`config.mk`:
```
export PLATFORM = sky130hd
export DESIGN_NAME = async_bank_ctrl
export DESIGN_NICKNAME = d
export VERILOG_FILES = /design/src/rtl/abc_pkg.sv /design/src/rtl/abc_ctrl.sv /design/src/rtl/abc_datapath.sv /design/src/rtl/async_bank_ctrl.sv
export SDC_FILE = /design/constraint.sdc
export NUM_CORES = 1
export LEC_CHECK = 0
export BUFFER_PORTS_ARGS = -buffer_cell sky130_fd_sc_hd__buf_2
export CELL_PAD_IN_SITES_DETAIL_PLACEMENT = 0
export CELL_PAD_IN_SITES_GLOBAL_PLACEMENT = 1
export CORE_ASPECT_RATIO = 0.75
export CORE_MARGIN = 5
export CORE_UTILIZATION = 31
export DETAILED_ROUTE_END_ITERATION = 10
export GPL_ROUTABILITY_DRIVEN = 0
export GPL_TIMING_DRIVEN = 0
export PLACE_DENSITY = 0.73
export SLEW_MARGIN = 40
export SYNTH_ARGS = -nofsm -noshare
export SYNTH_HDL_FRONTEND = slang
export SYNTH_SLANG_ARGS = --single-unit
export TNS_END_PERCENT = 30
```
`constraint.sdc`:
```
create_clock -name clk -period 2.4 [get_ports clk]
set_input_delay 0.48 -clock clk [delete_from_list [all_inputs] [get_ports clk]]
set_output_delay 0.48 -clock clk [all_outputs]
set_load 0.005 [all_outputs]
```
`src/rtl/abc_pkg.sv`:
```
package abc_pkg;

  localparam int CNT_W = 6;

  typedef enum logic [2:0] {
    PH_IDLE,
    PH_TURN,
    PH_SETUP,
    PH_STROBE,
    PH_HOLD
  } phase_e;

  // field layout of the 32-bit timing word, MSB first
  typedef struct packed {
    logic       selStrobe;
    logic       extWait;
    logic [3:0] wrSetup;
    logic [5:0] wrStrobe;
    logic [2:0] wrHold;
    logic [3:0] rdSetup;
    logic [5:0] rdStrobe;
    logic [2:0] rdHold;
    logic [1:0] turnGap;
    logic [1:0] busSize;
  } cfg_s;

  localparam logic [31:0] CFG_RESET = 32'h3FFF_FFFC;

  // strobes from control to datapath
  typedef struct packed {
    logic load;
    logic csOn;
    logic oeOn;
    logic weOn;
    logic driveOn;
    logic latchOn;
    logic capture;
    logic rdDone;
  } ctl_s;

endpackage

```
`src/rtl/abc_ctrl.sv`:
```
module abc_ctrl
  import abc_pkg::*;
(
  input  logic clk,
  input  logic rstN,
  input  cfg_s cfg,
  input  logic reqValid,
  input  logic reqWrite,
  input  logic memWait,
  output logic reqReady,
  output ctl_s ctl
);

  phase_e            phase;
  logic [CNT_W-1:0]  cnt;
  logic              curWrite;
  logic              prevWrite;
  logic              hasPrev;
  logic              stall;
  logic              lastCnt;

  function automatic logic [CNT_W-1:0] setupOf(cfg_s c, logic w);
    return w ? CNT_W'(c.wrSetup) : CNT_W'(c.rdSetup);
  endfunction

  function automatic logic [CNT_W-1:0] strobeOf(cfg_s c, logic w);
    return w ? CNT_W'(c.wrStrobe) : CNT_W'(c.rdStrobe);
  endfunction

  function automatic logic [CNT_W-1:0] holdOf(cfg_s c, logic w);
    return w ? CNT_W'(c.wrHold) : CNT_W'(c.rdHold);
  endfunction

  assign stall   = (phase == PH_STROBE) && cfg.extWait && memWait;
  assign lastCnt = (cnt == '0);

  always_ff @(posedge clk) begin
    if (!rstN) begin
      phase     <= PH_IDLE;
      cnt       <= '0;
      curWrite  <= 1'b0;
      prevWrite <= 1'b0;
      hasPrev   <= 1'b0;
    end else begin
      unique case (phase)
        PH_IDLE: begin
          if (reqValid) begin
            curWrite <= reqWrite;
            if (hasPrev && (prevWrite != reqWrite)) begin
              phase <= PH_TURN;
              cnt   <= CNT_W'(cfg.turnGap);
            end else begin
              phase <= PH_SETUP;
              cnt   <= setupOf(cfg, reqWrite);
            end
          end
        end
        PH_TURN: begin
          if (lastCnt) begin
            phase <= PH_SETUP;
            cnt   <= setupOf(cfg, curWrite);
          end else begin
            cnt <= cnt - 1'b1;
          end
        end
        PH_SETUP: begin
          if (lastCnt) begin
            phase <= PH_STROBE;
            cnt   <= strobeOf(cfg, curWrite);
          end else begin
            cnt <= cnt - 1'b1;
          end
        end
        PH_STROBE: begin
          if (!stall) begin
            if (lastCnt) begin
              phase <= PH_HOLD;
              cnt   <= holdOf(cfg, curWrite);
            end else begin
              cnt <= cnt - 1'b1;
            end
          end
        end
        PH_HOLD: begin
          if (lastCnt) begin
            phase     <= PH_IDLE;
            prevWrite <= curWrite;
            hasPrev   <= 1'b1;
          end else begin
            cnt <= cnt - 1'b1;
          end
        end
        default: phase <= PH_IDLE;
      endcase
    end
  end

  logic busy;
  assign busy     = (phase == PH_SETUP) || (phase == PH_STROBE) || (phase == PH_HOLD);
  assign reqReady = (phase == PH_IDLE);

  always_comb begin
    ctl         = '0;
    ctl.load    = reqReady && reqValid;
    ctl.csOn    = cfg.selStrobe ? (phase == PH_STROBE) : busy;
    ctl.oeOn    = (phase == PH_STROBE) && !curWrite;
    ctl.weOn    = (phase == PH_STROBE) && curWrite;
    ctl.driveOn = busy && curWrite;
    ctl.latchOn = busy;
    ctl.capture = (phase == PH_STROBE) && lastCnt && !stall && !curWrite;
    ctl.rdDone  = (phase == PH_HOLD) && lastCnt && !curWrite;
  end

endmodule

```
`src/rtl/abc_datapath.sv`:
```
module abc_datapath
  import abc_pkg::*;
#(
  parameter int ADDR_W  = 16,
  parameter int DATA_W  = 8,
  parameter int CLE_BIT = 4,
  parameter int ALE_BIT = 3
) (
  input  logic              clk,
  input  logic              rstN,
  input  ctl_s              ctl,
  input  logic [ADDR_W-1:0] reqAddr,
  input  logic [DATA_W-1:0] reqWdata,
  input  logic [DATA_W-1:0] memDin,
  output logic [ADDR_W-1:0] memAddr,
  output logic [DATA_W-1:0] memDout,
  output logic              memDoe,
  output logic              memCsN,
  output logic              memOeN,
  output logic              memWeN,
  output logic              memCle,
  output logic              memAle,
  output logic              rspValid,
  output logic [DATA_W-1:0] rspRdata
);

  logic [ADDR_W-1:0] addrQ;
  logic [DATA_W-1:0] wdataQ;
  logic [DATA_W-1:0] rdataQ;
  logic              rspQ;

  always_ff @(posedge clk) begin
    if (!rstN) begin
      addrQ  <= '0;
      wdataQ <= '0;
      rdataQ <= '0;
      rspQ   <= 1'b0;
    end else begin
      if (ctl.load) begin
        addrQ  <= reqAddr;
        wdataQ <= reqWdata;
      end
      if (ctl.capture) rdataQ <= memDin;
      rspQ <= ctl.rdDone;
    end
  end

  logic cleBit, aleBit;
  assign cleBit = addrQ[CLE_BIT];
  assign aleBit = addrQ[ALE_BIT];

  assign memAddr  = addrQ;
  assign memDout  = wdataQ;
  assign memDoe   = ctl.driveOn;
  assign memCsN   = !ctl.csOn;
  assign memOeN   = !ctl.oeOn;
  assign memWeN   = !ctl.weOn;
  assign memCle   = ctl.latchOn && cleBit;
  assign memAle   = ctl.latchOn && aleBit && !cleBit;
  assign rspValid = rspQ;
  assign rspRdata = rdataQ;

endmodule

```
`src/rtl/async_bank_ctrl.sv`:
```
module async_bank_ctrl
  import abc_pkg::*;
#(
  parameter int ADDR_W      = 16,
  parameter int DATA_W      = 8,
  parameter int CLE_BIT     = 4,
  parameter int ALE_BIT     = 3,
  parameter int SYNC_STAGES = 2
) (
  input  logic              clk,
  input  logic              rstN,
  input  logic              cfgWrEn,
  input  logic [31:0]       cfgWrData,
  output logic [31:0]       cfgWord,
  input  logic              eccStart,
  input  logic              eccClear,
  output logic              eccEn,
  input  logic              devRdy,
  output logic              statusReady,
  input  logic              reqValid,
  input  logic              reqWrite,
  input  logic [ADDR_W-1:0] reqAddr,
  input  logic [DATA_W-1:0] reqWdata,
  output logic              reqReady,
  output logic              rspValid,
  output logic [DATA_W-1:0] rspRdata,
  output logic              memCsN,
  output logic              memOeN,
  output logic              memWeN,
  output logic [ADDR_W-1:0] memAddr,
  output logic [DATA_W-1:0] memDout,
  output logic              memDoe,
  input  logic [DATA_W-1:0] memDin,
  input  logic              memWait,
  output logic              memCle,
  output logic              memAle
);

  logic [31:0]            cfgQ;
  logic                   eccQ;
  logic [SYNC_STAGES-1:0] rdySync;
  cfg_s                   cfg;
  ctl_s                   ctl;

  always_ff @(posedge clk) begin
    if (!rstN) begin
      cfgQ <= CFG_RESET;
      eccQ <= 1'b0;
    end else begin
      if (cfgWrEn) cfgQ <= cfgWrData;
      if (eccClear)      eccQ <= 1'b0;
      else if (eccStart) eccQ <= 1'b1;
    end
  end

  generate
    for (genvar s = 0; s < SYNC_STAGES; s++) begin : g_sync
      always_ff @(posedge clk) begin
        if (!rstN) rdySync[s] <= 1'b0;
        else       rdySync[s] <= (s == 0) ? devRdy : rdySync[(s == 0) ? 0 : s-1];
      end
    end
  endgenerate

  assign cfg         = cfg_s'(cfgQ);
  assign cfgWord     = cfgQ;
  assign eccEn       = eccQ;
  assign statusReady = rdySync[SYNC_STAGES-1];

  abc_ctrl ctrl_i (
    .clk      (clk),
    .rstN     (rstN),
    .cfg      (cfg),
    .reqValid (reqValid),
    .reqWrite (reqWrite),
    .memWait  (memWait),
    .reqReady (reqReady),
    .ctl      (ctl)
  );

  abc_datapath #(
    .ADDR_W  (ADDR_W),
    .DATA_W  (DATA_W),
    .CLE_BIT (CLE_BIT),
    .ALE_BIT (ALE_BIT)
  ) dp_i (
    .clk      (clk),
    .rstN     (rstN),
    .ctl      (ctl),
    .reqAddr  (reqAddr),
    .reqWdata (reqWdata),
    .memDin   (memDin),
    .memAddr  (memAddr),
    .memDout  (memDout),
    .memDoe   (memDoe),
    .memCsN   (memCsN),
    .memOeN   (memOeN),
    .memWeN   (memWeN),
    .memCle   (memCle),
    .memAle   (memAle),
    .rspValid (rspValid),
    .rspRdata (rspRdata)
  );

endmodule

```
==> flow_summary.yaml <==
timing:
  postLayoutSetupSlackWorst_ns: 0.0826
  finalHoldViolCount: 0
  worst_slew_pin_slew_ns: 0.844
  timing.final.crit_period_ns: 2.32
  rsz0062_at_grt: "true"
  timing.final.max_slew_violations: 0
  final.setup_skew_ns: 0.00874
  slew_headroom: 0.437
  fmax_mhz: 432
  final_min_period_over_clock_period: 0.966
  finalSetupViolCount: 0
  fin_tns_setup_ns: 0
job:
  drv.max_cap_violation_count: 0
synth:
  synth-main-ff-cell: "dfxtp_1"
  synth.ff_latch_count: 80
  synth.lib_cells_used.distinct: 52
  postSynthCellCount: 416
  synth_most_common_cell: "nand2_1"
  syn_area_um2: 3560
  yosys_warnings: 0
  synth_area_per_cell_um2: 8.55
  net_count_synth: 491
  synth_top_area_cell: "dfxtp_1"
  yosys-top-cells-area: "dfxtp_1 (45%), mux2i_1 (14%), nand2_1 (9.8%), a21oi_1 (4.9%), o21ai_0 (2.5%)"
  synth_sequential_area_ratio: 0.450
  number_of_enable_type_register_cells_in_the_synthesized_netlist: 0
  top_cells_by_count_synth: "nand2_1 (93), dfxtp_1 (80), mux2i_1 (49)"
  share_of_async_settable_or_async_resettable_flops_after_synthesis: 0
  post-synth-top-area-fraction: 0.450
floorplanning:
  die_h_um: 103
  coreArea_um2: 11100
  dieWidth_um: 134
  std_cell_rows: 33
  die_area_um2: 13700
  initial_core_util: 0.321
  boundaryPins: 147
clock_network:
  cts_num_sinks: 80
  cts.hold.buffers_added: 0
  cts_tree: "built"
  cts-root-to-sink-buffers: 2
  worst_setup_hold_path_clk_slew_ns: 0.06
  master_cell_of_the_clock_root_buffer: "clkbuf_16"
  clock_tree.htree_level_count: 3
  clock_insertion_delay_worst_skew_ns: 0.34
  cts_inserted_buffers: 9
detailed_routing:
  firstDrtPassIters: 5
  vias: 3530
  initialDrtViolationCount: 262
  route.detailed.vias_per_inst: 4.92
  ant_nets: 0
  routed_wirelength_um: 11500
  drt_drc_violations_left: 0
  detail_route.wl_per_cell_um: 16.1
layout:
  sequential_cell_area_um2: 1600
  area_growth_pct: 35.0
  drive_gt1_frac: 0.314
  fillerInstances: 1151
  multi_input_comb_area_um2: 1850
  antenna_cells: 0
  design.final.nets: 647
setup_path:
  crit_fanout: 8
  path_common_cell: "buf_2"
  critical-path-slowest-cell: "or4b_1"
  timing.critical_path.required_ns: 2.61
  cpPeakStageDelay_ns: 0.43
  r2r.worst_path.cells: 10
  worstSetupStartpointType: "flip-flop"
  cp_cell_sequence: "inv_2 -> ha_1 -> or4b_1 -> buf_2 -> or2_1 -> buf_2 -> nor4_4 -> buf_12 -> mux2i_1 -> nor2_1"
  critPathCaptureType: "flip-flop"
  critical_path_arrival_ns: 2.53
  setup_crit_path_kind: "reg -> reg"
power:
  p_leak_nw: 2.13
  max-vdd-ir-drop_uv: 367
  post-layout-total-power_mw: 4.84
  pwr_density_cell_nw_per_um2: 1010
grt:
  grt_start_max_net_pins: 15
  grt_first_pass_wirelength_um: 18000
  globalRouteTotalUtil: 0.167
  first_global_vias: 3395
  grt_antenna_before_repair: 0
  globalRoute.totalOverflow: 0
place:
  detailedPlace.worstSlack_ns: -0.292
  numPortBuffers: 144
  dp_hpwl_um: 8950
status:
  result_of_the_run: "finished, final reports clean"
hold_path:
  hold_class: "in -> reg"
  min_delay_path_depth: 2
cell type report:
cell class	instances	area share
clock buffer	10	0.0477
tap	140	0.0365
timing repair buffer	145	0.154
sequential	80	0.334
multi-input combinational	302	0.384
buffer	28	0.0242
inverter	6	0.00469
clock inverter	6	0.0143
layout by cell type, fill, tap and decap left out, drive strengths merged, types with 2 or more instances in the layout:
cell type	count
inv	6
nand2	93
mux2i	49
ha	2
o221a	2
a211oi	2
o21a	2
or2	2
nor3	6
nor2b	6
a21oi	35
nand2b	4
nor2	24
o211ai	6
or3	2
a41oi	2
dfxtp	80
xnor2	3
clkbuf	31
nor4	3
and2	3
o21ai	19
o22ai	3
a31oi	4
nand3	8
buf	152
xor2	3
clkinv	4
sequential cells by signal, summed over array words and instances, names as in the netlist, 3 cells and up:
register and flops:
dp_i.memAddr 16, dp_i.memDout 8, ctrl_i.cnt 6, dp_i.rspRdata 8
ctrl_i.phase 3, cfgWord 32
worst paths after layout:
kind                            slack, ns                       start                             to
worst max-delay path                 0.08  ctrl_i.cnt[0]$_SDFFE_PN0P_  dp_i.rspRdata[5]$_SDFFE_PN0P_
worst min-delay path                 0.31                    eccClear             eccEn$_SDFFE_PP0P_
worst max register to register       0.08  ctrl_i.cnt[0]$_SDFFE_PN0P_  dp_i.rspRdata[5]$_SDFFE_PN0P_
worst min register to register       0.45       rdySync[0]$_SDFF_PN0_         statusReady$_SDFF_PN0_
critical path, delay by kind of cell, from the launching register on:
| family | cells | cell delay, ns |
|---|---|---|
| flip-flops | 1 | 0.35 |
| multiplexers | 1 | 0.22 |
| adder cells (fa/ha/maj) | 1 | 0.14 |
| AND/OR/NAND/NOR | 4 | 0.88 |
| buffers and inverters | 4 | 0.61 |
through the flow:
stage                util  area (um2)  instances  hold slack (ns)
floorplan               -        3560        416            0.412
global placement    0.402        4450        700            0.420
detailed placement  0.402        4450        700            0.424
CTS                 0.432        4780        717            0.292
global route        0.434        4800        717            0.289
finish              0.434        4800        717            0.307
per-layer routing:
| layer | vias to the layer above | track usage | share of wire |
|---|---|---|---|
| li1 | 1750 | - | - |
| met1 | 1619 | 0.228 | 0.48 |
| met2 | 144 | 0.252 | 0.42 |
| met5 | - | 0 | 0 |
| met3 | 17 | 0.0522 | 0.077 |
| met4 | 0 | 0.0569 | 0.017 |
what timing repair did:
action	4_1_cts	5_1_grt
endpoints found under the setup margin	19	17
pin swaps	1	2
setup buffers	1	0
gates resized for setup	6	10
cell families (layout without fill, tap and decap cells):
kind of cell               after synthesis  after routing  synth area share
adders and majority gates                2              2           0.00704
xor gates and xnor gates                 6              6            0.0148
AOI/OAI and AO/OA                       84             84             0.143
buffers and inverters                   34            195            0.0366
DFF                                     80             80             0.450
muxes                                   51             51             0.147
and+or+nand+nor                        159            159             0.201
power by group:
part           total, mW  internal (mW)  switching (mW)
logic               1.81          0.720            1.09
registers           1.66           1.52           0.145
clock network       1.36          0.811           0.552
total               4.84           3.05            1.79
Note: power is estimated with default switching activity, not from simulation.
